**src/rtl/sysctl_pkg.sv**
```systemverilog
package sysctl_pkg;
   typedef enum logic [3:0] {
      RG_CFG0, RG_CFG1, RG_CFG3, RG_CFG4, RG_RTN, RG_OUT,
      RG_CTRL, RG_STAT, RG_DLL, RG_AID, RG_ID
   } reg_id_e;

   localparam int NUM_REGS = 11;
   localparam int WIN_AW   = 12;

   // Byte offset of each register; the software map depends on these values
   function automatic logic [WIN_AW-1:0] reg_offset(input int idx);
      case (idx)
         0:       return 12'h000;
         1:       return 12'h004;
         2:       return 12'h00C;
         3:       return 12'h010;
         4:       return 12'h0A0;
         5:       return 12'h0A4;
         6:       return 12'h0A8;
         7:       return 12'h0AC;
         8:       return 12'h100;
         9:       return 12'hFF8;
         default: return 12'hFFC;
      endcase
   endfunction
endpackage

```
**src/rtl/sysctl_decode.sv**
```systemverilog
module sysctl_decode
   import sysctl_pkg::*;
#(
   parameter int ADDR_W = 12
) (
   input  logic [ADDR_W-1:0]   addr,
   output logic [NUM_REGS-1:0] sel,
   output logic                hit
);
   localparam int SELW = NUM_REGS;

   for (genvar g = 0; g < SELW; g++) begin : g_cmp
      assign sel[g] = (addr == reg_offset(g));
   end

   assign hit = |sel;
endmodule

```
**src/rtl/sysctl_lock.sv**
```systemverilog
module sysctl_lock #(
   parameter int         NUM_DLL    = 8,
   parameter logic [7:0] MASK_RESET = 8'hFF
) (
   input  logic               clk,
   input  logic               rst_n,
   input  logic               mask_we,
   input  logic [7:0]         mask_wdata,
   input  logic [NUM_DLL-1:0] lock_in,
   output logic [31:0]        word
);
   localparam int SLOTS = 8;

   logic [SLOTS-1:0] mask_q;
   logic [SLOTS-1:0] lock_v;
   logic [SLOTS-1:0] ok;

   always_ff @(posedge clk) begin
      if (!rst_n)       mask_q <= MASK_RESET;
      else if (mask_we) mask_q <= mask_wdata;
   end

   // Present slots report their input; absent slots read 0 and never block the summary
   for (genvar i = 0; i < SLOTS; i++) begin : g_slot
      if (i < NUM_DLL) begin : g_live
         assign lock_v[i] = lock_in[i];
         assign ok[i]     = lock_in[i] | ~mask_q[i];
      end else begin : g_absent
         assign lock_v[i] = 1'b0;
         assign ok[i]     = 1'b1;
      end
   end

   assign word = {mask_q, lock_v, 15'd0, &ok};
endmodule

```
**src/rtl/sysctl_regs.sv**
```systemverilog
module sysctl_regs
   import sysctl_pkg::*;
#(
   parameter int          ADDR_W     = 12,
   parameter int          DATA_W     = 32,
   parameter int          NUM_LED    = 8,
   parameter int          NUM_DLL    = 8,
   parameter logic [31:0] CFG4_VALUE = 32'h0000_0000,
   parameter logic [31:0] AID_VALUE  = 32'h0000_0000,
   parameter logic [31:0] ID_VALUE   = 32'h0000_0000
) (
   input  logic               clk,
   input  logic               rst_n,
   input  logic               bus_valid,
   input  logic               bus_write,
   input  logic [ADDR_W-1:0]  bus_addr,
   input  logic [DATA_W-1:0]  bus_wdata,
   output logic [DATA_W-1:0]  bus_rdata,
   output logic               bad_access,
   output logic [NUM_LED-1:0] led_out,
   output logic [DATA_W-1:0]  cfg0_out,
   input  logic [NUM_DLL-1:0] dll_lock_in,
   output logic [DATA_W-1:0]  chan_out_data,
   output logic               chan_ctrl_wr,
   output logic [DATA_W-1:0]  chan_ctrl_wdata,
   input  logic [DATA_W-1:0]  chan_ctrl_in,
   input  logic [DATA_W-1:0]  chan_stat_in,
   input  logic [DATA_W-1:0]  chan_rtn_in
);
   localparam int MASK_LSB = DATA_W - 8;

   if (ADDR_W != WIN_AW) begin : g_chk_aw
      $error("sysctl_regs: ADDR_W must be 12");
   end
   if (DATA_W != 32) begin : g_chk_dw
      $error("sysctl_regs: DATA_W must be 32");
   end
   if (NUM_LED < 1 || NUM_LED > 8) begin : g_chk_led
      $error("sysctl_regs: NUM_LED must be 1..8");
   end
   if (NUM_DLL < 1 || NUM_DLL > 8) begin : g_chk_dll
      $error("sysctl_regs: NUM_DLL must be 1..8");
   end

   logic [NUM_REGS-1:0] sel;
   logic                hit;
   logic                wr, rd;
   logic [DATA_W-1:0]   cfg0_q, cfg1_q, out_q;
   logic [DATA_W-1:0]   lock_word;
   logic [DATA_W-1:0]   word [NUM_REGS];
   logic [DATA_W-1:0]   rd_val;

   sysctl_decode #(.ADDR_W(ADDR_W)) u_dec (
      .addr (bus_addr),
      .sel  (sel),
      .hit  (hit)
   );

   assign wr = bus_valid &  bus_write;
   assign rd = bus_valid & ~bus_write;

   always_ff @(posedge clk) begin
      if (!rst_n) begin
         cfg0_q <= '0;
         cfg1_q <= '0;
         out_q  <= '0;
      end else begin
         if (wr && sel[RG_CFG0]) cfg0_q <= bus_wdata;
         if (wr && sel[RG_CFG1]) cfg1_q <= bus_wdata;
         if (wr && sel[RG_OUT])  out_q  <= bus_wdata;
      end
   end

   sysctl_lock #(.NUM_DLL(NUM_DLL), .MASK_RESET(8'hFF)) u_lock (
      .clk        (clk),
      .rst_n      (rst_n),
      .mask_we    (wr & sel[RG_DLL]),
      .mask_wdata (bus_wdata[DATA_W-1:MASK_LSB]),
      .lock_in    (dll_lock_in),
      .word       (lock_word)
   );

   always_comb begin
      word[RG_CFG0] = cfg0_q;
      word[RG_CFG1] = cfg1_q;
      word[RG_CFG3] = '0;
      word[RG_CFG4] = CFG4_VALUE;
      word[RG_RTN]  = chan_rtn_in;
      word[RG_OUT]  = out_q;
      word[RG_CTRL] = chan_ctrl_in;
      word[RG_STAT] = chan_stat_in;
      word[RG_DLL]  = lock_word;
      word[RG_AID]  = AID_VALUE;
      word[RG_ID]   = ID_VALUE;
   end

   // One-hot select, so an OR of gated words forms the read mux
   always_comb begin
      rd_val = '0;
      for (int i = 0; i < NUM_REGS; i++) begin
         if (sel[i]) rd_val = rd_val | word[i];
      end
   end

   always_ff @(posedge clk) begin
      if (!rst_n) begin
         bus_rdata       <= '0;
         bad_access      <= 1'b0;
         chan_ctrl_wr    <= 1'b0;
         chan_ctrl_wdata <= '0;
      end else begin
         if (rd) bus_rdata <= rd_val;
         bad_access   <= bus_valid & ~hit;
         chan_ctrl_wr <= wr & sel[RG_CTRL];
         if (wr && sel[RG_CTRL]) chan_ctrl_wdata <= bus_wdata;
      end
   end

   for (genvar l = 0; l < NUM_LED; l++) begin : g_led
      assign led_out[l] = cfg1_q[l];
   end

   assign cfg0_out      = cfg0_q;
   assign chan_out_data = out_q;
endmodule

```
**config.mk**
```make
export PLATFORM = sky130hd
export DESIGN_NAME = sysctl_regs
export DESIGN_NICKNAME = d
export VERILOG_FILES = /design/src/rtl/sysctl_pkg.sv /design/src/rtl/sysctl_decode.sv /design/src/rtl/sysctl_lock.sv /design/src/rtl/sysctl_regs.sv
export SDC_FILE = /design/constraint.sdc
export NUM_CORES = 1
export LEC_CHECK = 0
export BUFFER_PORTS_ARGS = -buffer_cell sky130_fd_sc_hd__clkbuf_2
export CORE_MARGIN = 5
export CORE_UTILIZATION = 35
export CTS_CLUSTER_DIAMETER = 80
export DETAILED_ROUTE_END_ITERATION = 10
export GPL_TIMING_DRIVEN = 0
export SETUP_SLACK_MARGIN = 0.02
export SYNTH_ARGS = -nofsm -noshare
export SYNTH_HDL_FRONTEND = slang
export SYNTH_SLANG_ARGS = --single-unit
```
**constraint.sdc**
```tcl
create_clock -name clk -period 2.7 [get_ports clk]
set_input_delay 0.54 -clock clk [delete_from_list [all_inputs] [get_ports clk]]
set_output_delay 0.54 -clock clk [all_outputs]
set_load 0.05 [all_outputs]
```
* Yosys cells after proc, flatten, opt, wreduce, memory -nomap -nowiden
Index checks and enable logic that the tools add are counted. W data, S select, Z words.
Word-level totals: output and inout port bits 138, input bits 152, register bits 170
Cells by class: equality and inequality tests 10, multiplexer cells 7, reductions and logical operators 7, bitwise gates (word level) 29
Operators with widths (number):
- $mux W32 | 7
- $or A32 B32 Y32 | 6
- $eq A12 B8 Y1 const B | 4
- $eq A12 B12 Y1 const B | 2
- $eq A12 B3 Y1 const B | 1
- $eq A12 B4 Y1 const B | 1
- $eq A12 B5 Y1 const B | 1
- $eq A12 B9 Y1 const B | 1
- $logic_not A12 Y1 | 1
- $reduce_or A11 Y1 | 1
- $not A1 Y1 | 10
- $or A1 B1 Y1 | 8
- $reduce_and A8 Y1 | 1
- $and A1 B1 Y1 | 5
- $logic_and A1 B1 Y1 | 4

* Longest topological paths before layout
word-level depth 14, mapped depth 8, depth with buffers taken out 5

* Cells and area by module
Synthesis repeated with hierarchy kept, for this count alone.
Second synthesis, totals: cells, all modules 938, area total of the unflattened synthesis 8147.8 um^2
By module, submodules not included:
- sysctl_regs | instances 1, cells each 837, sequential area each 3243.1 um^2, area each 7398.3 um^2
- sysctl_lock | instances 1, cells each 64, sequential area each 160.2 um^2, area each 531.8 um^2
- sysctl_decode | instances 1, cells each 37, sequential area each 0.0 um^2, area each 217.7 um^2

* Worst setup path before layout
No wires, ideal clock.
path type in2reg, start input port bus_addr[8], end register out_q[0], in the netlist chan_out_data[0], stages 8, required time 2.628 ns, setup time 0.072 ns, buffers on the path 3, setup slack 0.533 ns, arrival 2.095 ns, cells stage by stage buf_2 > or3_4 > nor3_4 > nand3_1 > nor3b_1 > buf_4 > buf_6 > mux2i_1
On the way: longest elaborated chain between the ends 2
Ends and longest elaborated chain:
- start, declared | line sysctl_regs.sv:16 | input logic [ADDR_W-1:0] bus_addr,
- $eq A12 B8 Y1 | line sysctl_decode.sv:13 | assign sel[g] = (addr == reg_offset(g));
- $logic_and A1 B1 Y1 | line sysctl_regs.sv:70 | if (wr && sel[RG_OUT]) out_q <= bus_wdata;
- end signal, assigned | line sysctl_regs.sv:70
- end, declared | line sysctl_regs.sv:48 | logic [DATA_W-1:0] cfg0_q, cfg1_q, out_q;
Every way passes these cells. A chain may end at the register's enable or synchronous reset.

* Worst setup path after layout
start input port bus_addr[2], end register bus_rdata[21]
On the way: longest elaborated chain between the ends 14, elaborated cells on any way between the ends 20, those cells by class eq/ne (6); mux (7); bitwise (6); reduce/logical (1)
Ends and longest elaborated chain:
- $logic_not A12 Y1 | line sysctl_decode.sv:13
- $mux W32 | line sysctl_regs.sv:101 | if (sel[i]) rd_val = rd_val | word[i];
- $or A32 B32 Y32 | line sysctl_regs.sv:101
- $mux W32 | line sysctl_regs.sv:101
- $or A32 B32 Y32 | line sysctl_regs.sv:101
- $mux W32 | line sysctl_regs.sv:101
- $or A32 B32 Y32 | line sysctl_regs.sv:101
- $mux W32 | line sysctl_regs.sv:101
- $or A32 B32 Y32 | line sysctl_regs.sv:101
- $mux W32 | line sysctl_regs.sv:101
- $or A32 B32 Y32 | line sysctl_regs.sv:101
- $mux W32 | line sysctl_regs.sv:101
- $or A32 B32 Y32 | line sysctl_regs.sv:101
- $mux W32 (*) | line sysctl_regs.sv:101
- end signal, assigned | line sysctl_regs.sv:112 | if (rd) bus_rdata <= rd_val;
- end, declared | line sysctl_regs.sv:18 | output logic [DATA_W-1:0] bus_rdata,
Every way passes the cells marked *; elsewhere a longest branch is shown, timed or not.

==> run_summary.xml <==
<?xml version="1.0" encoding="UTF-8"?>
<metrics>
  <group name="status">
    <metric name="result_of_the_run" unit="">complete, no violations</metric>
  </group>
  <group name="finish">
    <metric name="finished_cell_area" unit="mm2">0.0107</metric>
    <metric name="multiInputGateArea" unit="mm2">0.00436</metric>
    <metric name="stdcell_count" unit="">1584</metric>
    <metric name="sequential_cell_area" unit="mm2">0.00340</metric>
    <metric name="layout-area-overhead-vs-synth" unit="%">29.5</metric>
    <metric name="drive_above_1_share" unit="%">33.6</metric>
    <metric name="fillerInstances" unit="">2405</metric>
    <metric name="fin_nets" unit="">1402</metric>
  </group>
  <group name="worst_setup_path">
    <metric name="path_cells" unit="">clkbuf_2 &gt; clkbuf_1 &gt; clkbuf_1 &gt; mux4_2 &gt; a221oi_1 &gt; a21oi_1</metric>
    <metric name="critical_path_class" unit="">primary input to register</metric>
    <metric name="cpMaxStageDelayCell" unit="">clkbuf_1</metric>
    <metric name="cp_top_family" unit="">buffers and inverters</metric>
    <metric name="worstPathArrival" unit="ns">2.86</metric>
    <metric name="cpMostUsedCell" unit="">clkbuf_1</metric>
    <metric name="worst-endpoint-required" unit="ns">3.01</metric>
    <metric name="critPathMaxFanout" unit="">10</metric>
    <metric name="regToRegSetupSlack" unit="ns">1.32</metric>
    <metric name="worstPathBufferInverterCount" unit="">3</metric>
    <metric name="critPathCaptureType" unit="">register</metric>
    <metric name="cp_slowest_stage_delay" unit="ns">0.73</metric>
    <metric name="worstSetupStartpointType" unit="">primary input</metric>
  </group>
  <group name="detailed_routing">
    <metric name="dr_total_vias" unit="">8309</metric>
    <metric name="remaining_drc_errors" unit="">0</metric>
    <metric name="met3_wire_length" unit="um">2670</metric>
    <metric name="wl_per_cell" unit="um">21.7</metric>
    <metric name="detail_route.wirelength.met1" unit="um">14400</metric>
    <metric name="viasPerCell" unit="">5.25</metric>
    <metric name="firstDrtPassIters" unit="">5</metric>
    <metric name="detail-route-antenna-nets" unit="">0</metric>
    <metric name="drt-total-wl" unit="um">34300</metric>
    <metric name="detail_route.iter0.violations" unit="">603</metric>
    <metric name="met2_wirelength" unit="um">16400</metric>
    <metric name="top_layer_used" unit="">met4</metric>
  </group>
  <group name="placed_design">
    <metric name="placed_cell_area" unit="mm2">0.0101</metric>
    <metric name="placement.io_buffers" unit="">285</metric>
    <metric name="placed_cell_count" unit="">1550</metric>
    <metric name="place.gp.congestion" unit="">0.898</metric>
    <metric name="post-dp-hpwl" unit="um">26100</metric>
  </group>
  <group name="synth">
    <metric name="count_of_flip_flops_with_a_built_in_enable_after_synthesis" unit="">0</metric>
    <metric name="synth_sequential_area_ratio" unit="%">41.2</metric>
    <metric name="syn_nets" unit="">1098</metric>
    <metric name="syn_avg_cell_area" unit="um2">8.73</metric>
    <metric name="ys_ff_latch" unit="">170</metric>
    <metric name="fraction_of_registers_with_async_set_reset" unit="%">0</metric>
    <metric name="post_synthesis_cell_type_count" unit="">44</metric>
    <metric name="synth_ff_type" unit="">dfxtp_1</metric>
    <metric name="yosys_warnings" unit="">0</metric>
    <metric name="synthesis.instances" unit="">946</metric>
    <metric name="syn_area" unit="mm2">0.00826</metric>
  </group>
  <group name="clocking">
    <metric name="clkSlewWorstSetupHoldPaths" unit="ns">0.07</metric>
    <metric name="max-clock-path-buffers" unit="">2</metric>
    <metric name="post-cts-setup-buffers" unit="">0</metric>
    <metric name="numClockSinks" unit="">170</metric>
    <metric name="tritoncts" unit="">built</metric>
    <metric name="worst_skew_late_latency" unit="ns">0.44</metric>
    <metric name="tritoncts_buffers" unit="">17</metric>
    <metric name="cts_htree_levels" unit="">4</metric>
    <metric name="ctsRootBufferMaster" unit="">clkbuf_16</metric>
  </group>
  <group name="grt">
    <metric name="grt-ovfl-total" unit="">0</metric>
    <metric name="grt_pass1_vias" unit="">8253</metric>
    <metric name="antenna_found_initial" unit="">2</metric>
    <metric name="globalRouteTotalUtil" unit="%">25.1</metric>
    <metric name="grt_first_pass_wirelength" unit="um">50600</metric>
    <metric name="pin_count_of_the_biggest_net_entering_global_routing" unit="">17</metric>
  </group>
  <group name="floorplan">
    <metric name="row_count" unit="">56</metric>
    <metric name="die_width" unit="um">164</metric>
    <metric name="start_util" unit="%">35.4</metric>
    <metric name="core_outline_area" unit="mm2">0.0233</metric>
    <metric name="ios" unit="">290</metric>
    <metric name="die_height" unit="um">164</metric>
    <metric name="fp.dieArea" unit="mm2">0.0268</metric>
  </group>
  <group name="sta">
    <metric name="max_clock_freq" unit="GHz">0.391</metric>
    <metric name="final_min_period_over_clock_period" unit="%">94.6</metric>
    <metric name="tightestPinTransition" unit="ns">0.954</metric>
    <metric name="worst_clock_skew" unit="ns">0.0144</metric>
    <metric name="setup-violations-final" unit="">0</metric>
    <metric name="whs" unit="ns">0.369</metric>
    <metric name="slew_headroom" unit="%">36.4</metric>
    <metric name="period_needed" unit="ns">2.55</metric>
    <metric name="timing.final.max_slew_violations" unit="">0</metric>
    <metric name="finalHoldViolCount" unit="">0</metric>
    <metric name="rsz0062_at_grt" unit="">false</metric>
  </group>
  <group name="power_and_ir_drop">
    <metric name="power_report.internal_total" unit="uW">4230</metric>
    <metric name="power.net_switching" unit="uW">1530</metric>
    <metric name="power_frac_clock" unit="%">44.4</metric>
    <metric name="combPwrFrac" unit="%">11.4</metric>
    <metric name="power_dens_cells" unit="mW/mm2">539</metric>
    <metric name="leakagePower" unit="uW">0.00432</metric>
    <metric name="switching_power_share_of_the_total" unit="%">26.6</metric>
    <metric name="peakVddDrop" unit="V">0.000403</metric>
    <metric name="seqPwrFrac" unit="%">44.2</metric>
  </group>
  <group name="worst_hold_path">
    <metric name="timing.hold.worst.class" unit="">primary input to register</metric>
  </group>
  <group name="job">
    <metric name="max_cap_violations" unit="">0</metric>
  </group>
</metrics>
==> final cells by class <==
| cell class | instances | area share, % |
|---|---|---|
| Clock buffer | 19 | 4.05 |
| Buffer | 90 | 4.42 |
| Clock inverter | 13 | 1.58 |
| Antenna cell | 2 | 0.0468 |
| Inverter | 9 | 0.316 |
| Tap cell | 319 | 3.73 |
| Sequential cell | 170 | 31.8 |
| Timing Repair Buffer | 285 | 13.3 |
| Multi-Input combinational cell | 677 | 40.7 |
==> cells in the final DEF, fill, tap and decap left out, types with 18 or more instances in the layout <==
| cell | n |
|---|---|
| clkbuf_2 | 287 |
| nand2_1 | 273 |
| dfxtp_1 | 170 |
| a21boi_1 | 64 |
| clkbuf_1 | 54 |
| mux2i_1 | 44 |
| o21ai_0 | 34 |
| a22oi_1 | 32 |
| a21oi_1 | 32 |
| a21boi_2 | 30 |
| a221oi_1 | 28 |
| nor2_1 | 21 |
| mux2_2 | 18 |
==> cell families (layout without fill, tap and decap cells) <==
kind of cell / count (synthesis) / in the layout / synth area share, %
compound gates: 251 / 251 / 22.3
buf+inv: 99 / 416 / 6.07
flops: 170 / 170 / 41.2
mux: 75 / 75 / 11.3
other cells: 0 / 2 / 0
simple gates: 351 / 351 / 19.1
==> flip-flops by register name (all words and copies together) (netlist names) <==
register	cells
bad_access	1
bus_rdata	32
cfg0_out	32
cfg1_q	32
chan_ctrl_wdata	32
chan_ctrl_wr	1
chan_out_data	32
u_lock.mask_q	8
==> layer usage <==
metal	GRT usage, %	vias up
met5	0	-
met3	5.20	49
li1	-	3926
met4	8.31	0
met2	41.5	368
met1	32.9	3966
==> stage by stage <==
step	power (uW)	util, %	TNS [ns]	worst slack, ns
floorplan	2960	-	0	0.533
global placement	3250	43.2	-28.58	-0.676
detailed placement	3260	43.2	-30.79	-0.686
CTS	5780	45.8	0	0.132
global route	5930	45.9	0	0.0312
finish	5770	45.9	0	0.145
==> synthesized netlist by cell type, drive strengths merged (6+ instances only) <==
master	count	share of area, %
a21boi	96	10
a21oi	32	1.9
a221oi	28	3.0
a22oi	32	2.9
a31oi	7	0.53
buf	36	3.2
clkbuf	54	2.5
dfxtp	170	41
inv	9	0.41
mux2	18	2.5
mux2i	44	5.3
mux4	13	3.5
nand2	273	12
nand3	6	0.42
nor2	22	1.0
nor3	8	0.76
nor3b	17	1.5
o21ai	34	2.1
o22ai	17	1.3
==> worst reg2reg max path, delay by kind of cell (launching register included) <==
family,cells,cell delay (ns)
AND/OR/NAND/NOR,1,0.10
flip-flops,1,0.33
AO/OA/AOI/OAI,3,0.82
==> power groups by stage <==
| stage | sequential [uW] | clock [uW] | combinational [uW] |
|---|---|---|---|
| floorplan | 2700 | 0 | 256 |
| global placement | 2600 | 0 | 650 |
| detailed placement | 2600 | 0 | 655 |
| CTS | 2550 | 2580 | 657 |
| global route | 2550 | 2670 | 704 |
| finish | 2550 | 2560 | 660 |
==> timing repair <==
action	in CTS	in global routing
cloned	0	0
endpoints found under the hold margin	0	0
hold buffers	0	0
setup endpoints to repair	30	3
gates resized for setup	1	3
==> worst paths after layout <==
path                            from                  to  depth (start not counted)
setup / recovery         bus_addr[2]       bus_rdata[21]                          6
hold / removal          bus_wdata[9]           cfg1_q[9]                          3
setup reg to reg    chan_out_data[8]        bus_rdata[8]                          4
hold reg to reg   chan_ctrl_wdata[6]  chan_ctrl_wdata[6]                          2
Power figures use the tool's default switching activity.
